## src/rtl/adc_seq_pkg.sv

```systemverilog
package adc_seq_pkg;

    localparam int DIV_W = 8;
    localparam int CH_W  = 3;

    localparam logic [7:0] OFF_CTRL = 8'h00;
    localparam logic [7:0] OFF_DATA = 8'h04;

    localparam int B_DIV_LO = 1;
    localparam int B_START  = 13;
    localparam int B_MRST   = 16;
    localparam int B_EN     = 17;
    localparam int B_STAT   = 18;
    localparam int B_VREF   = 19;
    localparam int B_IEN    = 21;
    localparam int B_CH_LO  = 24;

    typedef struct packed {
        logic             ien;
        logic             vref;
        logic             en;
        logic [CH_W-1:0]  ch;
        logic [DIV_W-1:0] div;
    } ctrl_t;

    function automatic ctrl_t ctrl_from_word(input logic [31:0] w);
        ctrl_t c;
        c.ien  = w[B_IEN];
        c.vref = w[B_VREF];
        c.en   = w[B_EN];
        c.ch   = w[B_CH_LO +: CH_W];
        c.div  = w[B_DIV_LO +: DIV_W];
        return c;
    endfunction

    function automatic logic [31:0] ctrl_to_word(input ctrl_t c, input logic busy,
                                                 input logic stat);
        logic [31:0] w;
        w = '0;
        w[B_IEN]              = c.ien;
        w[B_VREF]             = c.vref;
        w[B_EN]               = c.en;
        w[B_STAT]             = stat;
        w[B_START]            = busy;
        w[B_CH_LO +: CH_W]    = c.ch;
        w[B_DIV_LO +: DIV_W]  = c.div;
        return w;
    endfunction

endpackage

```

## src/rtl/adc_seq_clkdiv.sv

```systemverilog
module adc_seq_clkdiv
    import adc_seq_pkg::*;
(
    input  logic             clk,
    input  logic             rst,
    input  logic             load,
    input  logic [DIV_W-1:0] div_in,
    input  logic             run,
    output logic             tick
);
    localparam int CNT_W = DIV_W + 1;

    logic [DIV_W-1:0] div_q;
    logic [CNT_W-1:0] cnt_q;
    logic [CNT_W-1:0] limit;

    assign limit = {div_q, 1'b1};
    assign tick  = run && (cnt_q == limit);

    always_ff @(posedge clk) begin
        if (rst) begin
            div_q <= '0;
            cnt_q <= '0;
        end else if (load) begin
            div_q <= div_in;
            cnt_q <= '0;
        end else if (run) begin
            cnt_q <= (cnt_q == limit) ? '0 : cnt_q + 1'b1;
        end
    end


    div_cnt_chk: assert property (@(posedge clk) disable iff (rst)
        run |-> (cnt_q <= limit));

endmodule

```

## src/rtl/adc_seq_engine.sv

```systemverilog
module adc_seq_engine
    import adc_seq_pkg::*;
#(
    parameter int RES_BITS = 10
) (
    input  logic            clk,
    input  logic            rst,
    input  logic            start,
    input  logic            abort,
    input  logic            tick,
    input  logic [CH_W-1:0] ch_in,
    output logic            busy,
    output logic            done,
    output logic [CH_W-1:0] conv_ch
);
    localparam int NPER   = RES_BITS + 2;
    localparam int TCNT_W = $clog2(NPER);
    localparam logic [TCNT_W-1:0] LAST = TCNT_W'(NPER - 1);

    logic [TCNT_W-1:0] tcnt_q;

    assign done = busy && tick && (tcnt_q == LAST) && !abort;

    always_ff @(posedge clk) begin
        if (rst) begin
            busy    <= 1'b0;
            tcnt_q  <= '0;
            conv_ch <= '0;
        end else if (abort) begin
            busy    <= 1'b0;
            tcnt_q  <= '0;
        end else if (start) begin
            busy    <= 1'b1;
            tcnt_q  <= '0;
            conv_ch <= ch_in;
        end else if (busy && tick) begin
            if (tcnt_q == LAST) begin
                busy   <= 1'b0;
                tcnt_q <= '0;
            end else begin
                tcnt_q <= tcnt_q + 1'b1;
            end
        end
    end


    ch_stable_chk: assert property (@(posedge clk) disable iff (rst)
        (busy && $past(busy) && !$past(start)) |-> $stable(conv_ch));

endmodule

```

## src/rtl/adc_seq_regs.sv

```systemverilog
module adc_seq_regs
    import adc_seq_pkg::*;
#(
    parameter int RES_BITS = 10,
    parameter int ADDR_W   = 8
) (
    input  logic                clk,
    input  logic                rst,
    input  logic                bus_wr,
    input  logic [ADDR_W-1:0]   bus_addr,
    input  logic [31:0]         bus_wdata,
    output logic [31:0]         bus_rdata,
    input  logic                busy,
    input  logic                done,
    input  logic [RES_BITS-1:0] sample_data,
    output logic                start,
    output logic                abort,
    output ctrl_t               ctrl,
    output logic                stat,
    output logic                irq
);
    logic                wr_ctrl;
    logic                mrst;
    logic [RES_BITS-1:0] data_q;

    assign wr_ctrl = bus_wr && (bus_addr == ADDR_W'(OFF_CTRL));
    assign mrst    = wr_ctrl && bus_wdata[B_MRST];
    assign start   = wr_ctrl && !mrst && bus_wdata[B_START] && bus_wdata[B_EN] && !busy;
    assign abort   = wr_ctrl && (mrst || !bus_wdata[B_EN]);
    assign irq     = stat && ctrl.ien;

    always_ff @(posedge clk) begin
        if (rst || mrst) begin
            ctrl   <= '0;
            stat   <= 1'b0;
            data_q <= '0;
        end else begin
            if (wr_ctrl)
                ctrl <= ctrl_from_word(bus_wdata);
            if (done) begin
                stat   <= 1'b1;
                data_q <= sample_data;
            end else if (wr_ctrl && bus_wdata[B_STAT]) begin
                stat <= 1'b0;
            end
        end
    end

    always_comb begin
        if (bus_addr == ADDR_W'(OFF_CTRL))
            bus_rdata = ctrl_to_word(ctrl, busy, stat);
        else if (bus_addr == ADDR_W'(OFF_DATA))
            bus_rdata = 32'(data_q);
        else
            bus_rdata = '0;
    end


    stat_rise_chk: assert property (@(posedge clk) disable iff (rst)
        $rose(stat) |-> $past(busy));


    mrst_clear_chk: assert property (@(posedge clk) disable iff (rst)
        $past(mrst) |-> (!stat && data_q == '0 && ctrl == '0));

endmodule

```

## src/rtl/adc_seq_top.sv

```systemverilog
module adc_seq_top
    import adc_seq_pkg::*;
#(
    parameter int RES_BITS = 10,
    parameter int ADDR_W   = 8
) (
    input  logic                clk,
    input  logic                rst,
    input  logic                bus_wr,
    input  logic [ADDR_W-1:0]   bus_addr,
    input  logic [31:0]         bus_wdata,
    output logic [31:0]         bus_rdata,
    input  logic [RES_BITS-1:0] sample_data,
    output logic [CH_W-1:0]     sample_ch,
    output logic                vref_int,
    output logic                irq
);
    ctrl_t ctrl;
    logic  start, abort, busy, done, tick, stat;

    adc_seq_regs #(.RES_BITS(RES_BITS), .ADDR_W(ADDR_W)) u_regs (
        .clk(clk), .rst(rst), .bus_wr(bus_wr), .bus_addr(bus_addr),
        .bus_wdata(bus_wdata), .bus_rdata(bus_rdata), .busy(busy), .done(done),
        .sample_data(sample_data), .start(start), .abort(abort), .ctrl(ctrl),
        .stat(stat), .irq(irq)
    );

    adc_seq_clkdiv u_div (
        .clk(clk), .rst(rst), .load(start),
        .div_in(bus_wdata[B_DIV_LO +: DIV_W]), .run(busy), .tick(tick)
    );

    adc_seq_engine #(.RES_BITS(RES_BITS)) u_eng (
        .clk(clk), .rst(rst), .start(start), .abort(abort), .tick(tick),
        .ch_in(bus_wdata[B_CH_LO +: CH_W]), .busy(busy), .done(done),
        .conv_ch(sample_ch)
    );

    assign vref_int = ctrl.vref;


    busy_en_chk: assert property (@(posedge clk) disable iff (rst)
        busy |-> ctrl.en);


    irq_src_chk: assert property (@(posedge clk) disable iff (rst)
        irq |-> (stat && ctrl.ien));

endmodule

```

## config.mk

```make
export PLATFORM = sky130hd
export DESIGN_NAME = adc_seq_top
export DESIGN_NICKNAME = d
export VERILOG_FILES = /design/src/rtl/adc_seq_pkg.sv /design/src/rtl/adc_seq_clkdiv.sv /design/src/rtl/adc_seq_engine.sv /design/src/rtl/adc_seq_regs.sv /design/src/rtl/adc_seq_top.sv
export SDC_FILE = /design/constraint.sdc
export NUM_CORES = 1
export LEC_CHECK = 0
export BUFFER_PORTS_ARGS = -buffer_cell sky130_fd_sc_hd__buf_2
export CAP_MARGIN = 10
export CORE_MARGIN = 8
export CORE_UTILIZATION = 45
export CTS_BUF_LIST = sky130_fd_sc_hd__clkbuf_4 sky130_fd_sc_hd__clkbuf_8 sky130_fd_sc_hd__clkbuf_16
export DETAILED_ROUTE_END_ITERATION = 8
export PLACE_DENSITY_LB_ADDON = 0.2
export SYNTH_ARGS = -nofsm -noshare
export SYNTH_HDL_FRONTEND = slang
export SYNTH_SLANG_ARGS = --single-unit
```

## constraint.sdc

```tcl
create_clock -name clk -period 1.8 [get_ports clk]
set_clock_uncertainty 0.1 [all_clocks]
set_input_delay 0 -clock clk [delete_from_list [all_inputs] [get_ports clk]]
set_output_delay 0 -clock clk [all_outputs]
set_load 0.01 [all_outputs]
```

==> results of run 1 <==
==> worst reg2reg max path, cell delays in order (launching register included) <==
cell     delay [ns]
dfxtp_2        0.34
xnor2_2        0.16
nand3_1        0.13
or4_4          0.58
or4_4          0.43
a21oi_2        0.12
==> worst paths after layout <==
| path | endpoint | slack [ns] | cells past startpoint |
|---|---|---|---|
| setup / recovery | u_eng.tcnt_q[2] | -0.12 | 5 |
| hold / removal | u_regs.ctrl[11] | 0.05 | 3 |
| setup reg to reg | u_eng.tcnt_q[2] | -0.12 | 5 |
| hold reg to reg | u_regs.ctrl[8] | 0.36 | 2 |
==> placed cells by master, fill, tap and decap left out, types with 13 or more instances in the layout <==
cell type      synthesis  layout
buf_2                  2      60
nand2_1               39      39
dfxtp_1               50      37
nor2_1                35      34
a21oi_1               31      29
buf_4                 17      28
dlygate4sd3_1          0      26
mux2i_1               20      19
conb_1                 1      14
dfxtp_2                0      13
==> synth_stat cells (all sizes together) <==
library cell | instances | area [um2]
or3 | 2 | 12.5
nand3 | 13 | 65.1
o21ai | 13 | 76.3
conb | 1 | 3.75
buf | 21 | 153
clkbuf | 5 | 18.8
mux2i | 20 | 200
nand2 | 39 | 146
xor2 | 3 | 26.3
o21bai | 1 | 7.51
ha | 2 | 25.0
o221ai | 1 | 15.0
nor3 | 1 | 5.00
inv | 4 | 15.0
or4bb | 1 | 11.3
and2 | 9 | 56.3
o2111ai | 1 | 15.0
nand3b | 1 | 7.51
a21o | 2 | 15.0
dfxtp | 50 | 1000
nand4 | 2 | 12.5
o21a | 2 | 15.0
nor3b | 2 | 26.3
and3 | 4 | 25.0
xnor2 | 9 | 78.8
nor2b | 2 | 12.5
a221o | 1 | 10.0
nand2b | 9 | 56.3
nor2 | 35 | 131
a21oi | 31 | 155
or2 | 2 | 12.5
nor4 | 3 | 40.0
or4 | 3 | 30.0
==> through the flow <==
| step | cells | instance area (um2) | power [W] |
|---|---|---|---|
| 6_report | 484 | 3560 | 0.00195 |
| 5_1_grt | 484 | 3560 | 0.00202 |
| 4_1_cts | 479 | 3390 | 0.00196 |
| 3_5_place_dp | 444 | 3020 | 0.00127 |
| 3_3_place_gp | 444 | 3020 | 0.00127 |
| 2_1_floorplan | 308 | 2550 | 0.00122 |
==> registers in the layout, summed over array words and instances, names as in the netlist <==
register	flops
u_eng.conv_ch	3
u_eng.tcnt_q	4
u_div.cnt_q	9
u_eng.busy	1
u_regs.ctrl	14
u_regs.stat	1
u_div.div_q	8
u_regs.data_q	10
==> repair_timing <==
action,4_1_cts,5_1_grt
cloned,0,2
hold endpoints to repair,37,0
pin swaps,3,9
setup buffers,0,4
hold buffers,27,0
setup endpoints to repair,16,33
gates resized for setup,9,38
==> power breakdown <==
| part | switching [W] | internal (W) | total (W) |
|---|---|---|---|
| registers | 0.00000301 | 0.00111 | 0.00111 |
| logic | 0.0000850 | 0.0000981 | 0.000183 |
| clock network | 0.000387 | 0.000274 | 0.000660 |
==> area by class of cell <==
type | instances | share of cell area
clock inverter | 3 | 0.00598
clock buffer | 5 | 0.0194
inverter | 4 | 0.00422
tap | 72 | 0.0253
timing repair buffer | 122 | 0.248
sequential | 50 | 0.286
multi-input combinational | 228 | 0.411
==> cells by family (layout without fill, tap and decap cells) <==
| group | Yosys count | count (layout) | synth area share |
|---|---|---|---|
| adders and majority gates | 2 | 2 | 0.0101 |
| other | 1 | 14 | 0.00151 |
| xor gates and xnor gates | 12 | 12 | 0.0424 |
| and+or+nand+nor | 128 | 128 | 0.262 |
| muxes | 20 | 20 | 0.0807 |
| DFF | 50 | 50 | 0.403 |
| buffers and inverters | 30 | 134 | 0.0751 |
| AOI/OAI and AO/OA | 52 | 52 | 0.125 |
==> routing by layer <==
metal | global-route usage | part of all wire
met1 | 0.182 | 0.42
met2 | 0.290 | 0.51
met3 | 0.0524 | 0.054
met4 | 0.0555 | 0.016
met5 | 0 | 0
==> flow_metrics.env, run 1 <==
export IMPL_rsz0062_at_grt="yes"
export IMPL_placementRows=27
export IMPL_multiInputGateArea_um2=1460
export IMPL_htree_levels=2
export IMPL_hpwl_um=4930
export IMPL_ys_types=43
export IMPL_drv_max_cap_violation_count=0
export IMPL_die_w_um=90.3
export IMPL_regArea_um2=1020
export IMPL_path_clk_slew_ns=0.10
export IMPL_worstPathCellList="xnor2_2, nand3_1, or4_4, or4_4, a21oi_2"
export IMPL_fin_ws_ns=-0.121
export IMPL_cts_max_path_buffers=2
export IMPL_critical_path_top_delay_family="simple AND/OR/NAND/NOR gates"
export IMPL_wl_per_cell_um=14.4
export IMPL_nets=466
export IMPL_drt_wl_total_um=6960
export IMPL_outcome="finished with violations"
export IMPL_drt_iter0_markers=139
export IMPL_critPathKind="reg2reg"
export IMPL_cts_root_buf="clkbuf_8"
export IMPL_grt_pass1_vias=2346
export IMPL_portBuffers=60
export IMPL_setup_worst_path_start="u_div.div_q[6]"
export IMPL_fin_util=0.658
export IMPL_syn_area_per_cell_um2=8.41
export IMPL_hold_class="in2reg"
export IMPL_hold_viol=0
export IMPL_post_route_drc_count=0
export IMPL_antenna_cells=0
export IMPL_pre_cts_ws_ns=-0.0644
export IMPL_irDropWorstVdd_uv=390
export IMPL_reg2reg_from="u_div.div_q[6]"
export IMPL_core_area_um2=5410
export IMPL_grt_max_degree=26
export IMPL_cp_arrival_ns=2.08
export IMPL_numCtsBuffers=5
export IMPL_syn_area_um2=2480
export IMPL_area_delta_synth_final_pct=43.3
export IMPL_synth_seq_area_share=0.403
export IMPL_die_height_um=90.3
export IMPL_synth_yosys_warnings=0
export IMPL_powerDensity_nw_per_um2=550
export IMPL_cpMaxStageDelayCell="or4_4"
export IMPL_gp_congestion=0.774
export IMPL_netlist_instances=295
export IMPL_clk_latency_ns=0.31
export IMPL_grt_pass1_wl_um=11100
export IMPL_cp_common_cell="or4_4"
export IMPL_fmax_mhz=521
export IMPL_drive_gt1_frac=0.350
export IMPL_critical_path_required_ns=1.96
export IMPL_cts_tree="built"
export IMPL_crit_fanout=4
export IMPL_drt_pass1_iterations=4
export IMPL_grt_overflow=0
export IMPL_violations="setup timing"
export IMPL_cts_sinks=50
export IMPL_startpoint_type="flip-flop"
export IMPL_drtAntennaViolNets=0
export IMPL_ys_ff_latch=50
export IMPL_crit_buf_inv=0
export IMPL_holdWs_ns=0.0468
export IMPL_hp_start="bus_wdata[17]"
export IMPL_period_share=1.07
export IMPL_groute_usage_overall=0.165
export IMPL_antenna_found_initial=0
export IMPL_leakage_nw=1.46
export IMPL_via_count=2360
export IMPL_n_fill_cell=471
export IMPL_dieArea_um2=8150
export IMPL_min_period_ns=1.92
export IMPL_via_per_inst=4.88
export IMPL_finalSetupViolCount=14
export IMPL_worstSetupEndpointType="flip-flop"
export IMPL_tns_ns=-0.756
export IMPL_start_util=0.459
export IMPL_ios=90
export IMPL_drv_slew=0
export IMPL_cpPeakStageDelay_ns=0.58
(Power assumes the default switching activity.)
==> inputs of run 2 (changes only) <==
--- a/config.mk
+++ b/config.mk
@@ -11,7 +11,9 @@
 export CORE_UTILIZATION = 45
 export CTS_BUF_LIST = sky130_fd_sc_hd__clkbuf_4 sky130_fd_sc_hd__clkbuf_8 sky130_fd_sc_hd__clkbuf_16
 export DETAILED_ROUTE_END_ITERATION = 8
-export PLACE_DENSITY_LB_ADDON = 0.2
+export PLACE_DENSITY = 0.77
+export SETUP_SLACK_MARGIN = 0.4
+export SLEW_MARGIN = 20
 export SYNTH_ARGS = -nofsm -noshare
 export SYNTH_HDL_FRONTEND = slang
 export SYNTH_SLANG_ARGS = --single-unit
==> run 2 against run 1 <==
  * The flow still finishes with violations (setup timing)
  * Maximum frequency fell by 3.5%
  * Via count rose by 18%
  * Combinational power rose by 30%
  * Register-to-register slack got worse by 0.07 ns
  * Utilization rose by 12 points
  * Sequential share of layout area fell by 4.4 points
  * Count of clock-buffer cells in the layout rose by 2
  * Sequential power barely moved
  * Largest cell class unchanged
  * Highest routed layer unchanged
==> flow_metrics.env, run 2 (synthesis results as in run 1) <==
export IMPL_outcome="finished with violations"
export IMPL_violations="setup timing"
export IMPL_path_clk_slew_ns=0.09
export IMPL_combinationalPowerShare=0.109
export IMPL_layout_common_cells="45 x buf_2, 39 x dfxtp_1, 29 x buf_6"
export IMPL_grt_pass1_vias=2573
export IMPL_drv_slew=0
export IMPL_min_period_ns=1.99
export IMPL_fmax_mhz=502
export IMPL_ios=90
export IMPL_nets=479
export IMPL_holdWs_ns=0.0846
export IMPL_layout_commonest_cell="buf_2"
export IMPL_fin_util=0.776
export IMPL_antenna_found_initial=0
export IMPL_drv_max_cap_violation_count=0
export IMPL_regToRegSetupSlack_ns=-0.19
export IMPL_clkPwrFrac=0.381
export IMPL_critical_path_required_ns=1.90
export IMPL_drt_iter0_markers=244
export IMPL_start_util=0.459
export IMPL_intPower_w=0.00167
export IMPL_top_register="u_regs.ctrl"
export IMPL_stdcell_count=497
export IMPL_hp_start="bus_wdata[16]"
export IMPL_powerDensity_nw_per_um2=520
export IMPL_swShare=0.232
export IMPL_critPathKind="reg2reg"
export IMPL_post_route_drc_count=0
export IMPL_hold_end="u_regs.ctrl[8]"
export IMPL_wl_per_cell_um=20.6
export IMPL_drt_pass1_iterations=4
export IMPL_die_w_um=90.3
export IMPL_hold_viol=0
export IMPL_cp_arrival_ns=2.09
export IMPL_seqPwrFrac=0.509
export IMPL_grt_overflow=0
export IMPL_cts_sinks=50
export IMPL_groute_usage_overall=0.182
export IMPL_largest_register_ffs=14
export IMPL_htree_levels=2
export IMPL_reg2reg_from="u_div.div_q[4]"
export IMPL_reg2reg_to="u_regs.data_q[7]"
export IMPL_rsz0062_at_grt="yes"
export IMPL_largestRegisters="u_regs.ctrl: 14 flops, u_regs.data_q: 10 flops, u_div.cnt_q: 9 flops"
export IMPL_antenna_cells=0
export IMPL_fin_ws_ns=-0.190
export IMPL_tns_ns=-2.19
export IMPL_worstSetupEndpointType="flip-flop"
export IMPL_gp_congestion=0.838
export IMPL_area_delta_synth_final_pct=69.0
export IMPL_drtAntennaViolNets=0
export IMPL_die_height_um=90.3
export IMPL_hold_class="in2reg"
export IMPL_crit_fanout=11
export IMPL_placementRows=27
export IMPL_via_per_inst=5.61
export IMPL_via_count=2790
export IMPL_cts_max_path_buffers=2
export IMPL_startpoint_type="flip-flop"
export IMPL_period_share=1.11
export IMPL_worstRegToRegCells=6
export IMPL_place_inst=443
export IMPL_pre_cts_ws_ns=-0.0757
export IMPL_core_area_um2=5410
export IMPL_finalSetupViolCount=21
export IMPL_grt_max_degree=26
export IMPL_dieArea_um2=8150
export IMPL_n_fill_cell=315
export IMPL_hpwl_um=4980
export IMPL_switchingPower_w=0.000506
export IMPL_drive_gt1_frac=0.492
export IMPL_cts_tree="built"
export IMPL_cts_root_buf="clkbuf_8"
export IMPL_numCtsBuffers=5
export IMPL_multiInputGateArea_um2=1760
export IMPL_portBuffers=60
export IMPL_leakage_nw=1.73
export IMPL_clk_latency_ns=0.32
export IMPL_irDropWorstVdd_uv=402
export IMPL_min_path_cells=4
export IMPL_grt_pass1_wl_um=12400
export IMPL_drt_wl_total_um=10200
export IMPL_regArea_um2=1020
==> run 2: routing by layer <==
layer / track usage / up-vias / share of wire
li1: - / 1227 / -
met2: 0.331 / 153 / 0.53
met1: 0.199 / 1359 / 0.36
met4: 0.0541 / 0 / 0.046
met5: 0 / - / 0
met3: 0.0507 / 51 / 0.070
==> run 2: worst max-delay path by stage <==
stage	startpoint	endpoint	slack (ns)
global route	u_div.div_q[4]	u_regs.data_q[7]	-0.27
finish	u_div.div_q[4]	u_regs.data_q[7]	-0.19
global placement	u_div.div_q[5]	u_eng.tcnt_q[1]	-0.03
detailed placement	u_div.div_q[6]	u_eng.tcnt_q[2]	-0.08
CTS	u_div.cnt_q[7]	u_eng.tcnt_q[2]	-0.1
floorplan	u_div.cnt_q[6]	u_eng.tcnt_q[2]	-0.03
==> run 2: critical path, cell delays in order (launching register included) <==
cell,delay (ns)
dfxtp_1,0.34
xnor2_1,0.18
nand3_1,0.14
or4_4,0.59
buf_4,0.20
o21ai_0,0.24
a21oi_1,0.10
==> run 2: stage by stage <==
| stage | area, um2 | total power, W |
|---|---|---|
| floorplan | 2620 | 0.00122 |
| global placement | 3060 | 0.00127 |
| detailed placement | 3060 | 0.00127 |
| CTS | 3660 | 0.00212 |
| global route | 4190 | 0.00222 |
| finish | 4190 | 0.00218 |
==> run 2: power by group through the flow <==
stage | Sequential [W] | Combinational [W] | Clock (W)
after floorplan | 0.00114 | 0.0000884 | 0
after global placement | 0.00114 | 0.000132 | 0
after detailed placement | 0.00114 | 0.000134 | 0
after CTS | 0.00111 | 0.000191 | 0.000818
after global routing | 0.00111 | 0.000249 | 0.000864
final | 0.00111 | 0.000238 | 0.000831
==> run 2: layout make-up <==
class | count | area share
well taps | 72 | 0.0215
clock buffers | 7 | 0.0200
repair buffers | 135 | 0.286
flip-flops and latches | 50 | 0.243
clock inverters | 1 | 0.00716
inverters | 4 | 0.00358
multi-input cells | 228 | 0.419
==> run 2: repair_timing <==
action	in CTS	in global routing
hold buffers	27	0
pin swaps	26	38
endpoints found under the setup margin	52	68
setup buffers	5	10
cloned	0	4
resized for setup	42	93
hold endpoints to repair	37	0
==> inputs of run 3 (changes only) <==
--- a/config.mk
+++ b/config.mk
@@ -10,6 +10,7 @@
 export CORE_MARGIN = 8
 export CORE_UTILIZATION = 45
 export CTS_BUF_LIST = sky130_fd_sc_hd__clkbuf_4 sky130_fd_sc_hd__clkbuf_8 sky130_fd_sc_hd__clkbuf_16
+export CTS_CLUSTER_SIZE = 8
 export DETAILED_ROUTE_END_ITERATION = 8
 export PLACE_DENSITY = 0.77
 export SETUP_SLACK_MARGIN = 0.4
==> constraint.sdc (replaced) <==
create_clock -name clk -period 1.8 [get_ports clk]
set_clock_uncertainty 0.1 [all_clocks]
set_input_delay 0 -clock clk [delete_from_list [all_inputs] [get_ports clk]]
set_output_delay 0 -clock clk [all_outputs]
set_load 0.1 [all_outputs]
==> run 3 against run 2 <==
  * The flow still finishes with violations (setup timing)
  * Utilization shrank 0.51 points
  * Clock power shrank 17%
  * Register-to-register slack lost 0.02 ns
  * Cell count shrank 1.6%
  * Die area is the same
  * Power shrank 2.4%
  * Sequential power is essentially flat
  * Largest cell class unchanged
  * Largest power group unchanged
  * Highest routed layer unchanged
==> flow_metrics.env, run 3 (synthesis results as in run 1) <==
export IMPL_ios=90
export IMPL_worstRegToRegCells=6
export IMPL_groute_usage_overall=0.202
export IMPL_drv_max_cap_violation_count=0
export IMPL_drive_gt1_frac=0.463
export IMPL_grt_pass1_vias=2678
export IMPL_via_per_inst=5.39
export IMPL_dieArea_um2=8150
export IMPL_path_clk_slew_ns=0.09
export IMPL_met2WireLength_um=4750
export IMPL_n_fill_cell=309
export IMPL_antenna_cells=0
export IMPL_drtAntennaViolNets=0
export IMPL_pre_cts_ws_ns=-0.125
export IMPL_drt_iter0_markers=227
export IMPL_drv_slew=0
export IMPL_grt_max_degree=26
export IMPL_portBuffers=60
export IMPL_critPathKind="reg2reg"
export IMPL_layout_commonest_cell="buf_2"
export IMPL_finalSetupViolCount=20
export IMPL_fmax_mhz=496
export IMPL_rsz0062_at_grt="yes"
export IMPL_wl_per_cell_um=18.7
export IMPL_cpPeakStageDelay_ns=0.59
export IMPL_leakage_nw=1.59
export IMPL_regToRegSetupSlack_ns=-0.22
export IMPL_place_inst=438
export IMPL_via_count=2635
export IMPL_irDropWorstVdd_uv=372
export IMPL_cp_arrival_ns=2.12
export IMPL_cpMaxStageDelayCell="or4_4"
export IMPL_reg2reg_from="u_div.cnt_q[7]"
export IMPL_fin_ws_ns=-0.215
export IMPL_core_area_um2=5410
export IMPL_outcome="finished with violations"
export IMPL_clk_latency_ns=0.31
export IMPL_die_w_um=90.3
export IMPL_hold_end="u_regs.ctrl[3]"
export IMPL_layout_common_cells="40 x buf_2, 38 x nand2_1, 37 x dfxtp_1"
export IMPL_hp_start="bus_wdata[16]"
export IMPL_largest_register_ffs=14
export IMPL_drt_pass1_iterations=4
export IMPL_htree_levels=2
export IMPL_largestRegisters="u_regs.ctrl: 14 flops, u_regs.data_q: 10 flops, u_div.cnt_q: 9 flops"
export IMPL_drt_met1_wl_um=3500
export IMPL_worstPathCellList="xnor2_2, nand3_1, or4_4, buf_4, o21ai_0, a21oi_1"
export IMPL_startpoint_type="flip-flop"
export IMPL_p_total_w=0.00213
export IMPL_cts_sinks=50
export IMPL_reg2reg_to="u_regs.data_q[7]"
export IMPL_wl_met3_um=539
export IMPL_cts_max_path_buffers=2
export IMPL_worstSetupEndpointType="flip-flop"
export IMPL_numCtsBuffers=5
export IMPL_dr_max_layer_used="met4"
export IMPL_gp_congestion=0.810
export IMPL_antenna_found_initial=0
export IMPL_die_height_um=90.3
export IMPL_post_route_drc_count=0
export IMPL_crit_fanout=12
export IMPL_cts_tree="built"
export IMPL_powerDensity_nw_per_um2=511
export IMPL_area_delta_synth_final_pct=67.9
export IMPL_stdcell_count=489
export IMPL_min_path_cells=4
export IMPL_min_period_ns=2.02
export IMPL_grt_pass1_wl_um=13400
export IMPL_hold_class="in2reg"
export IMPL_hpwl_um=5190
export IMPL_critical_path_top_delay_family="simple AND/OR/NAND/NOR gates"
export IMPL_grt_overflow=0
export IMPL_critical_path_required_ns=1.90
export IMPL_violations="setup timing"
export IMPL_hold_viol=0
export IMPL_cts_root_buf="clkbuf_8"
export IMPL_crit_buf_inv=1
export IMPL_placementRows=27
export IMPL_drt_wl_total_um=9120
export IMPL_period_share=1.12
export IMPL_start_util=0.459
export IMPL_nets=471
export IMPL_top_register="u_regs.ctrl"
run 3: power breakdown:
| part | internal [W] | switching (W) | leakage, nW |
|---|---|---|---|
| clock | 0.000326 | 0.000364 | 0.0517 |
| sequential | 0.00111 | 0.00000363 | 0.410 |
| combinational | 0.000111 | 0.000215 | 1.13 |
| total | 0.00154 | 0.000584 | 1.59 |
run 3: tightest hold or removal path, stage by stage:
cell	delay [ns]
buf_2	0.10
a21o_1	0.15
buf_12	0.19
a21oi_2	0.04
run 3: area by class of cell:
class	instances	area [um2]	share of cell area
Multi-Input combinational cell	228	1700	0.409
Timing Repair Buffer	127	1240	0.298
Sequential cell	50	1020	0.245
Clock buffer	7	90.1	0.0216
Tap cell	72	90.1	0.0216
Inverter	4	15.0	0.00360
Clock inverter	1	5.00	0.00120
run 3: through the flow:
stage	utilization	cell area [um2]	TNS (ns)	hold slack, ns
2_1_floorplan	-	2720	-0.0259	-0.0276
3_5_place_dp	0.628	3400	-1.20	0.160
5_1_grt	0.771	4170	-3.11	0.130
6_report	0.771	4170	-2.04	0.119
3_3_place_gp	0.628	3400	-0.0424	0.150
4_1_cts	0.747	4040	-0.269	0.0389
run 3: worst max path at each step:
stage                   startpoint          endpoint  slack (ns)  depth (start not counted)
finish              u_div.cnt_q[7]  u_regs.data_q[7]       -0.22                          6
global route        u_div.cnt_q[3]  u_regs.data_q[7]       -0.26                          6
CTS                 u_div.cnt_q[3]   u_eng.tcnt_q[2]       -0.07                          5
detailed placement  u_div.div_q[4]   u_eng.tcnt_q[1]       -0.13                          7
global placement    u_div.div_q[4]   u_eng.tcnt_q[1]       -0.02                          7
floorplan           u_div.cnt_q[6]   u_eng.tcnt_q[2]       -0.03                          5
run 3: per-layer routing:
layer / track usage / up-vias
li1: - / 1222
met1: 0.206 / 1266
met2: 0.374 / 116
met3: 0.0565 / 31
met4: 0.0846 / 0
met5: 0 / -
run 3: timing repair:
| action | in CTS | in global routing |
|---|---|---|
| resized for setup | 41 | 30 |
| hold buffers | 27 | 0 |
| cloned | 2 | 0 |
| hold endpoints to repair | 37 | 0 |
| setup buffers | 8 | 6 |
| pin swaps | 16 | 15 |
| endpoints found under the setup margin | 54 | 54 |
